`src/rtl/cec_filt_pkg.sv`:
```
package cec_filt_pkg;
  localparam int ADDR_W = 4;
  localparam int BYTE_W = 8;

  typedef struct packed {
    logic [ADDR_W-1:0] src;
    logic [ADDR_W-1:0] dst;
  } hdr_t;
endpackage

```
`src/rtl/cec_addr_match.sv`:
```
module cec_addr_match #(
  parameter int ADDR_W = 4,
  localparam int NUM_ADDR = 1 << ADDR_W,
  localparam int MASK_W = NUM_ADDR - 1
) (
  input  logic [MASK_W-1:0] own_mask,
  input  logic [ADDR_W-1:0] dst,
  input  logic              full_listen,
  input  logic              tx_mode,
  output logic              is_own,
  output logic              is_bcast,
  output logic              take
);
  localparam logic [ADDR_W-1:0] BCAST = ADDR_W'(NUM_ADDR - 1);

  logic [MASK_W-1:0] hit;

  // One comparator per claimable address; the mask gates each slot.
  for (genvar g = 0; g < MASK_W; g++) begin : g_slot
    assign hit[g] = own_mask[g] && (dst == ADDR_W'(g));
  end

  assign is_own   = |hit;
  assign is_bcast = (dst == BCAST);
  assign take     = !tx_mode && (is_own || is_bcast || full_listen);
endmodule

```
`src/rtl/cec_len_track.sv`:
```
module cec_len_track #(
  parameter int MAX_BYTES = 16,
  localparam int CNT_W = $clog2(MAX_BYTES + 1)
) (
  input  logic clk,
  input  logic rst_n,
  input  logic byte_vld,
  input  logic byte_last,
  output logic at_header,
  output logic at_limit
);
  localparam logic [CNT_W-1:0] LIMIT = CNT_W'(MAX_BYTES);

  logic [CNT_W-1:0] idx_q;

  always_ff @(posedge clk or negedge rst_n) begin
    if (!rst_n) begin
      idx_q <= '0;
    end else if (byte_vld) begin
      if (byte_last)
        idx_q <= '0;
      else if (idx_q != LIMIT)
        idx_q <= idx_q + 1'b1;
    end
  end

  assign at_header = (idx_q == '0);
  assign at_limit  = (idx_q == LIMIT);
endmodule

```
`src/rtl/cec_rx_addr_filter.sv`:
```
module cec_rx_addr_filter
  import cec_filt_pkg::*;
#(
  parameter int MAX_BYTES = 16,
  localparam int MASK_W = (1 << ADDR_W) - 1
) (
  input  logic              clk,
  input  logic              rst_n,
  input  logic [MASK_W-1:0] own_mask,
  input  logic              full_listen,
  input  logic              tx_mode,
  input  logic              byte_vld,
  input  logic [BYTE_W-1:0] byte_data,
  input  logic              byte_last,
  input  logic              ack_in,
  output logic              byte_accept,
  output logic              ack_drive,
  output logic              msg_accept,
  output logic              bcast,
  output logic [ADDR_W-1:0] init_addr,
  output logic [ADDR_W-1:0] dest_addr,
  output logic              ovf_err,
  output logic              tx_ack_err
);
  hdr_t hdr;
  logic at_header, at_limit;
  logic m_own, m_bc, m_take;
  logic take_q, own_q, bc_q, tx_q, drop_q;
  logic cur_take, cur_own, cur_bc, cur_tx, cur_drop, live;

  assign hdr = hdr_t'(byte_data);

  cec_len_track #(.MAX_BYTES(MAX_BYTES)) i_len (
    .clk(clk), .rst_n(rst_n), .byte_vld(byte_vld), .byte_last(byte_last),
    .at_header(at_header), .at_limit(at_limit)
  );

  cec_addr_match #(.ADDR_W(ADDR_W)) i_match (
    .own_mask(own_mask), .dst(hdr.dst), .full_listen(full_listen),
    .tx_mode(tx_mode), .is_own(m_own), .is_bcast(m_bc), .take(m_take)
  );

  // Header decides on live inputs; payload bytes reuse the latched decision.
  always_comb begin
    cur_take = at_header ? m_take  : take_q;
    cur_own  = at_header ? m_own   : own_q;
    cur_bc   = at_header ? m_bc    : bc_q;
    cur_tx   = at_header ? tx_mode : tx_q;
    cur_drop = at_header ? 1'b0    : drop_q;
    live     = cur_take && !cur_drop && !at_limit;
  end

  always_ff @(posedge clk or negedge rst_n) begin
    if (!rst_n) begin
      byte_accept <= 1'b0;
      ack_drive   <= 1'b0;
      ovf_err     <= 1'b0;
      tx_ack_err  <= 1'b0;
      msg_accept  <= 1'b0;
      take_q      <= 1'b0;
      own_q       <= 1'b0;
      bc_q        <= 1'b0;
      tx_q        <= 1'b0;
      drop_q      <= 1'b0;
      init_addr   <= '0;
      dest_addr   <= '0;
    end else begin
      byte_accept <= 1'b0;
      ack_drive   <= 1'b0;
      ovf_err     <= 1'b0;
      tx_ack_err  <= 1'b0;
      if (byte_vld) begin
        byte_accept <= live;
        ack_drive   <= live && cur_own && !cur_bc;
        ovf_err     <= at_limit && cur_take && !cur_drop;
        tx_ack_err  <= cur_tx && !cur_bc && !ack_in;
        msg_accept  <= cur_take && !(cur_drop || at_limit);
        drop_q      <= byte_last ? 1'b0 : (cur_drop || at_limit);
        if (at_header) begin
          take_q    <= m_take;
          own_q     <= m_own;
          bc_q      <= m_bc;
          tx_q      <= tx_mode;
          init_addr <= hdr.src;
          dest_addr <= hdr.dst;
        end
      end
    end
  end

  assign bcast = bc_q;
endmodule

```
`config.mk`:
```
export PLATFORM = sky130hd
export DESIGN_NAME = cec_rx_addr_filter
export DESIGN_NICKNAME = d
export VERILOG_FILES = /design/src/rtl/cec_filt_pkg.sv /design/src/rtl/cec_addr_match.sv /design/src/rtl/cec_len_track.sv /design/src/rtl/cec_rx_addr_filter.sv
export SDC_FILE = /design/constraint.sdc
export NUM_CORES = 1
export LEC_CHECK = 0
export CAP_MARGIN = 25
export CORE_UTILIZATION = 40
export CTS_CLUSTER_SIZE = 28
export DETAILED_ROUTE_END_ITERATION = 8
export MAX_ROUTING_LAYER = met4
export PLACE_DENSITY = 0.73
export RECOVER_POWER = 25
export SLEW_MARGIN = 30
export SYNTH_ARGS = -nofsm -noshare
export SYNTH_HDL_FRONTEND = slang
export SYNTH_SLANG_ARGS = --single-unit
```
`constraint.sdc`:
```
create_clock -name clk -period 2.9 [get_ports clk]
set_input_delay 0.725 -clock clk [delete_from_list [all_inputs] [get_ports clk]]
set_output_delay 0.725 -clock clk [all_outputs]
set_load 0.1 [all_outputs]
```
# --- After elaboration in Yosys (flattened, before gate mapping) ---
# Index checks and enable logic that the tools add are counted.
classes:
  addsub: 1
  n_eq_ne: 17
  n_mux: 12
  reduce_logical: 40
ops:
  columns: ["operator", "n"]
  rows:
  - ["4-bit == test (second input constant)", 8]
  - ["1-bit logical AND", 25]
  - ["4-bit by 3-bit == test with 1-bit output (second input constant)", 4]
  - ["15-bit OR reduction", 1]
  - ["1-bit two-way mux", 10]
  - ["5-bit two-way mux", 2]
  - ["4-bit by 2-bit == test with 1-bit output (second input constant)", 2]
  - ["1-bit logical NOT", 6]
  - ["5-bit by 1-bit adder with 5-bit output (second input constant)", 1]
  - ["5-bit == test (second input constant)", 1]
  - ["5-bit logical NOT", 1]
  - ["5-bit != test (second input constant)", 1]
  - ["4-bit by 1-bit == test with 1-bit output (second input constant)", 1]
  - ["4-bit logical NOT", 1]
  - ["2-bit AND reduction", 2]
  - ["1-bit logical OR", 3]
  - ["2-bit nonzero test", 1]
word_totals:
  register_bits: 23
  input_bits: 30
  output_inout_bits: 14
  wordCells: 83

# --- Logic depth before layout (Yosys ltp) ---
depth:
  depth_word: 12
  depth_mapped: 7
  depth_no_buf: 6

# --- Modules after synthesis ---
# Synthesis repeated with hierarchy kept, for this count alone.
unflattened:
  hier_cells: 105
  area_unflattened_um2: 1306.3
by_module_without_submodules:
  columns: ["mod", "n_inst", "cells_each", "area_per_inst_um2", "seq_area_each_um2"]
  rows:
  - ["cec_rx_addr_filter", 1, 50, 764.5, 450.4]
  - ["cec_len_track", 1, 31, 327.8, 125.1]
  - ["cec_addr_match", 1, 24, 214.0, 0.0]

# --- Least setup slack after synthesis ---
# Ideal clock, no wire load.
synth_timing:
  path_kind: "input to register"
  from: "in byte_data[1]"
  to: "reg msg_accept"
  setup_time_ns: 0.152
  t_arrival_ns: 1.792
  t_required_ns: 2.748
  path_slack_ns: 0.956
  stages: 4
  path_buffers: 1
  cell_sequence: "buf_4 > mux4_2 > o211ai_1 > a41oi_1"
synth_via:
  elab_chain_cells: 8
  word_cells_on_any_way: 37
  cone_classes: "eq/ne (15); mux (1); reduce/logical (21)"
synth_rtl:
  columns: ["item", "line_no", "text"]
  rows:
  - ["start: declaration", "cec_rx_addr_filter.sv:13", "input logic [BYTE_W-1:0] byte_data,"]
  - ["4-bit by 1-bit == test with 1-bit output, or another cell as far along", "cec_addr_match.sv:20", "assign hit[g] = own_mask[g] && (dst == ADDR_W'(g));"]
  - ["1-bit logical AND", "cec_addr_match.sv:20", null]
  - ["15-bit OR reduction", "cec_addr_match.sv:23", "assign is_own = |hit;"]
  - ["1-bit logical OR * (2 in a row)", "cec_addr_match.sv:25", "assign take = !tx_mode && (is_own || is_bcast || full_listen);"]
  - ["1-bit logical AND *", "cec_addr_match.sv:25", null]
  - ["1-bit two-way mux *", null, null]
  - ["1-bit logical AND *", "cec_rx_addr_filter.sv:77", "msg_accept <= cur_take && !(cur_drop || at_limit);"]
  - ["end signal: assignment", "cec_rx_addr_filter.sv:77", null]
  - ["end: declaration", "cec_rx_addr_filter.sv:18", "output logic msg_accept,"]
# Every way passes the cells marked *; elsewhere a longest branch is shown, timed or not.
# A chain may end at the register's enable or synchronous reset.

# --- Final worst setup path ---
# Same ends and word-level chain as after synthesis.

==> results.yml <==
cells_and_area:
  fillerInstances: 263
  area_growth_syn_to_layout_pct: 37.5
  insertedDiodeCount: 0
  drive_gt1_share_pct: 19.8
  final_nets: 195
drt:
  viasPerCell: 5.50
  drtPass1Iterations: 6
  met2_length_um: 1410
  topRoutingLayerUsed: "met4"
  first_iter_violations: 33
  wl_met1_um: 1210
  wl_per_cell_um: 14.5
  via_count: 1062
  postRouteAntennaNets: 0
  drc: 2
  postRouteWirelength_um: 2800
  wl_met3_um: 147
floorplan:
  ioPinCount: 44
  start_util_pct: 43.2
  fp.dieW_um: 57.3
  rows: 19
  dieArea_mm2: 0.00328
  fp.dieH_um: 57.3
  core-area_mm2: 0.00283
yosys:
  yosysTopAreaCellShare_pct: 47.1
  synth_ff_type: "dfrtp_1"
  netlist_area_mm2: 0.00122
  syn_inst: 116
  synth.distinct_cells: 35
  synth-edff-count: 0
  syn_avg_cell_area_um2: 10.5
  ys_seq_area_share_pct: 47.1
  synthTopCellsByCount: "dfrtp_1 (23), nand2_1 (21), nor3b_1 (7), inv_1 (6), o21ai_0 (6)"
  synth_most_common_cell: "dfrtp_1"
  yosys.area.top_type: "dfrtp_1"
  synthArstFlopShare_pct: 100
  synth_area_leaders: "dfrtp_1 (47%), nand2_1 (6.5%), mux2_2 (4.6%)"
  ys_ff_latch: 23
  synth.yosys.warnings: 0
  synth_nets: 148
outcome:
  status: "finished with violations"
  violations: "design-rule violations"
timing:
  rsz0062_at_grt: "no"
  maxSlewViolCount: 0
  finClkSkew_ps: 5.15
  layout_setup_ws_ps: 691
  finalCritPeriodShare_pct: 76.2
  worstMarginPinSlew_ps: 1230
  finalHoldViolations: 0
  setup_viol: 0
  fin_setup_tns_ps: 0
  fmax_mhz: 453
  max_slew_margin_pct: 18.2
  fin_crit_ps: 2210
clock_tree:
  clkTransAtPathRegs_ps: 130
  cts_setup_buffers: 0
  cts_buffer_depth: 2
  htreeDepth: 1
  cts_made_buffers: 3
  cts.sinks: 23
  cts_tree: "done"
  cts-root-buf: "clkbuf_4"
  cts_hold_buf: 0
  worstSkewPairLatency_ps: 310
  cts_resized: 0
worst_setup_path:
  timing.rr.end: "take_q"
  reg2reg_depth: 6
  cp-startpoint: "byte_data[1]"
  end_kind: "flop"
  crit_end: "msg_accept"
  rrSetupSlack_ps: 1000
  startpoint_type: "input port"
  crit_type: "in -> reg"
  crit_arrival_ps: 2380
  worst-endpoint-required_ps: 3070
  reg2reg_from: "i_len.idx_q[0]"
  cp_max_fo: 5
place:
  place_hpwl_um: 2190
  gp_congestion: 0.777
  dpl_worst_slack_ps: 352
  portBuffers: 43
global_route:
  track_usage_pct: 18.7
  grt_max_degree: 24
  grt_pass1_wl_um: 4590
  grt_overflow_total: 0
  grt_pass1_vias: 1043
  antenna_found_initial: 0
power:
  p_total_uw: 1380
  power_density_mw_per_mm2: 820
  p_leak_uw: 0.000746
  peakVddDrop_v: 0.000656
job:
  max_cap_viol_count: 0
worst_hold_path:
  hp-class: "reg -> reg"
-- where the power goes --
part	leakage [uW]	internal (uW)	switching [uW]
Clock	0.0000177	51.6	97.6
Combinational	0.000435	209	561
Sequential	0.000293	401	57.9
Total	0.000746	661	716
-- sequential cells by signal, summed over array words and instances (netlist names) --
name         count
i_len.idx_q      5
msg_accept       1
take_q           1
init_addr        4
ack_drive        1
bcast            1
dest_addr        4
drop_q           1
byte_accept      1
tx_q             1
ovf_err          1
tx_ack_err       1
own_q            1
-- metrics by stage --
stage | std cells | util (%) | area [um2] | hold slack [ps]
global route | 193 | 59.4 | 1680 | 532
finish | 193 | 59.4 | 1680 | 495
CTS | 193 | 59.5 | 1680 | 491
global placement | 189 | 58.5 | 1660 | 453
floorplan | 116 | - | 1220 | 429
detailed placement | 189 | 58.5 | 1660 | 459
-- cell families after synthesis --
family,Yosys count,share of synthesized area (%)
AO/OA/AOI/OAI,27,15.1
adder cells (fa/ha/maj),2,2.05
buffers and inverters,10,3.69
flip-flops,23,47.1
multiplexers,10,10.8
AND/OR/NAND/NOR,44,21.3
-- layout make-up --
class	instances	area (um2)	share of cell area, %
Tap cell	31	38.8	2.31
Multi-Input combinational cell	83	601	35.8
Timing Repair Buffer	46	414	24.7
Inverter	6	22.5	1.34
Sequential cell	23	576	34.3
Clock inverter	1	5.00	0.298
Clock buffer	3	22.5	1.34
-- worst min path at each step --
stage	from	to	slack [ps]	depth (start not counted)
6_report	tx_q	tx_q	490	2
5_1_grt	tx_q	tx_q	530	2
4_1_cts	tx_q	tx_q	490	2
3_5_place_dp	tx_q	tx_q	460	2
3_3_place_gp	tx_q	tx_q	450	2
2_1_floorplan	rst_n	ack_drive	430	0
-- worst max-delay path, cell delays in order --
cell,delay [ps]
clkdlybuf4s50_1,580
mux4_2,520
o211ai_1,360
a41oi_1,190
-- per-layer routing --
metal,vias up,GRT usage (%)
met3,2,4.76
li1,519,-
met2,27,33.4
met4,0,3.14
met5,-,-
met1,514,21.3
-- placed cells by master (no fill, tap or decap), types with 3 or more instances in the layout --
master	count
nor3b_1	7
dfrtp_1	23
mux2i_1	3
mux2_2	5
buf_4	16
nand2_1	21
inv_1	6
a21oi_1	3
clkdlybuf4s50_1	28
a31oi_1	5
o21ai_0	6
nand3_1	3
clkbuf_4	3
No activity file was read; power rests on OpenSTA's default activity.
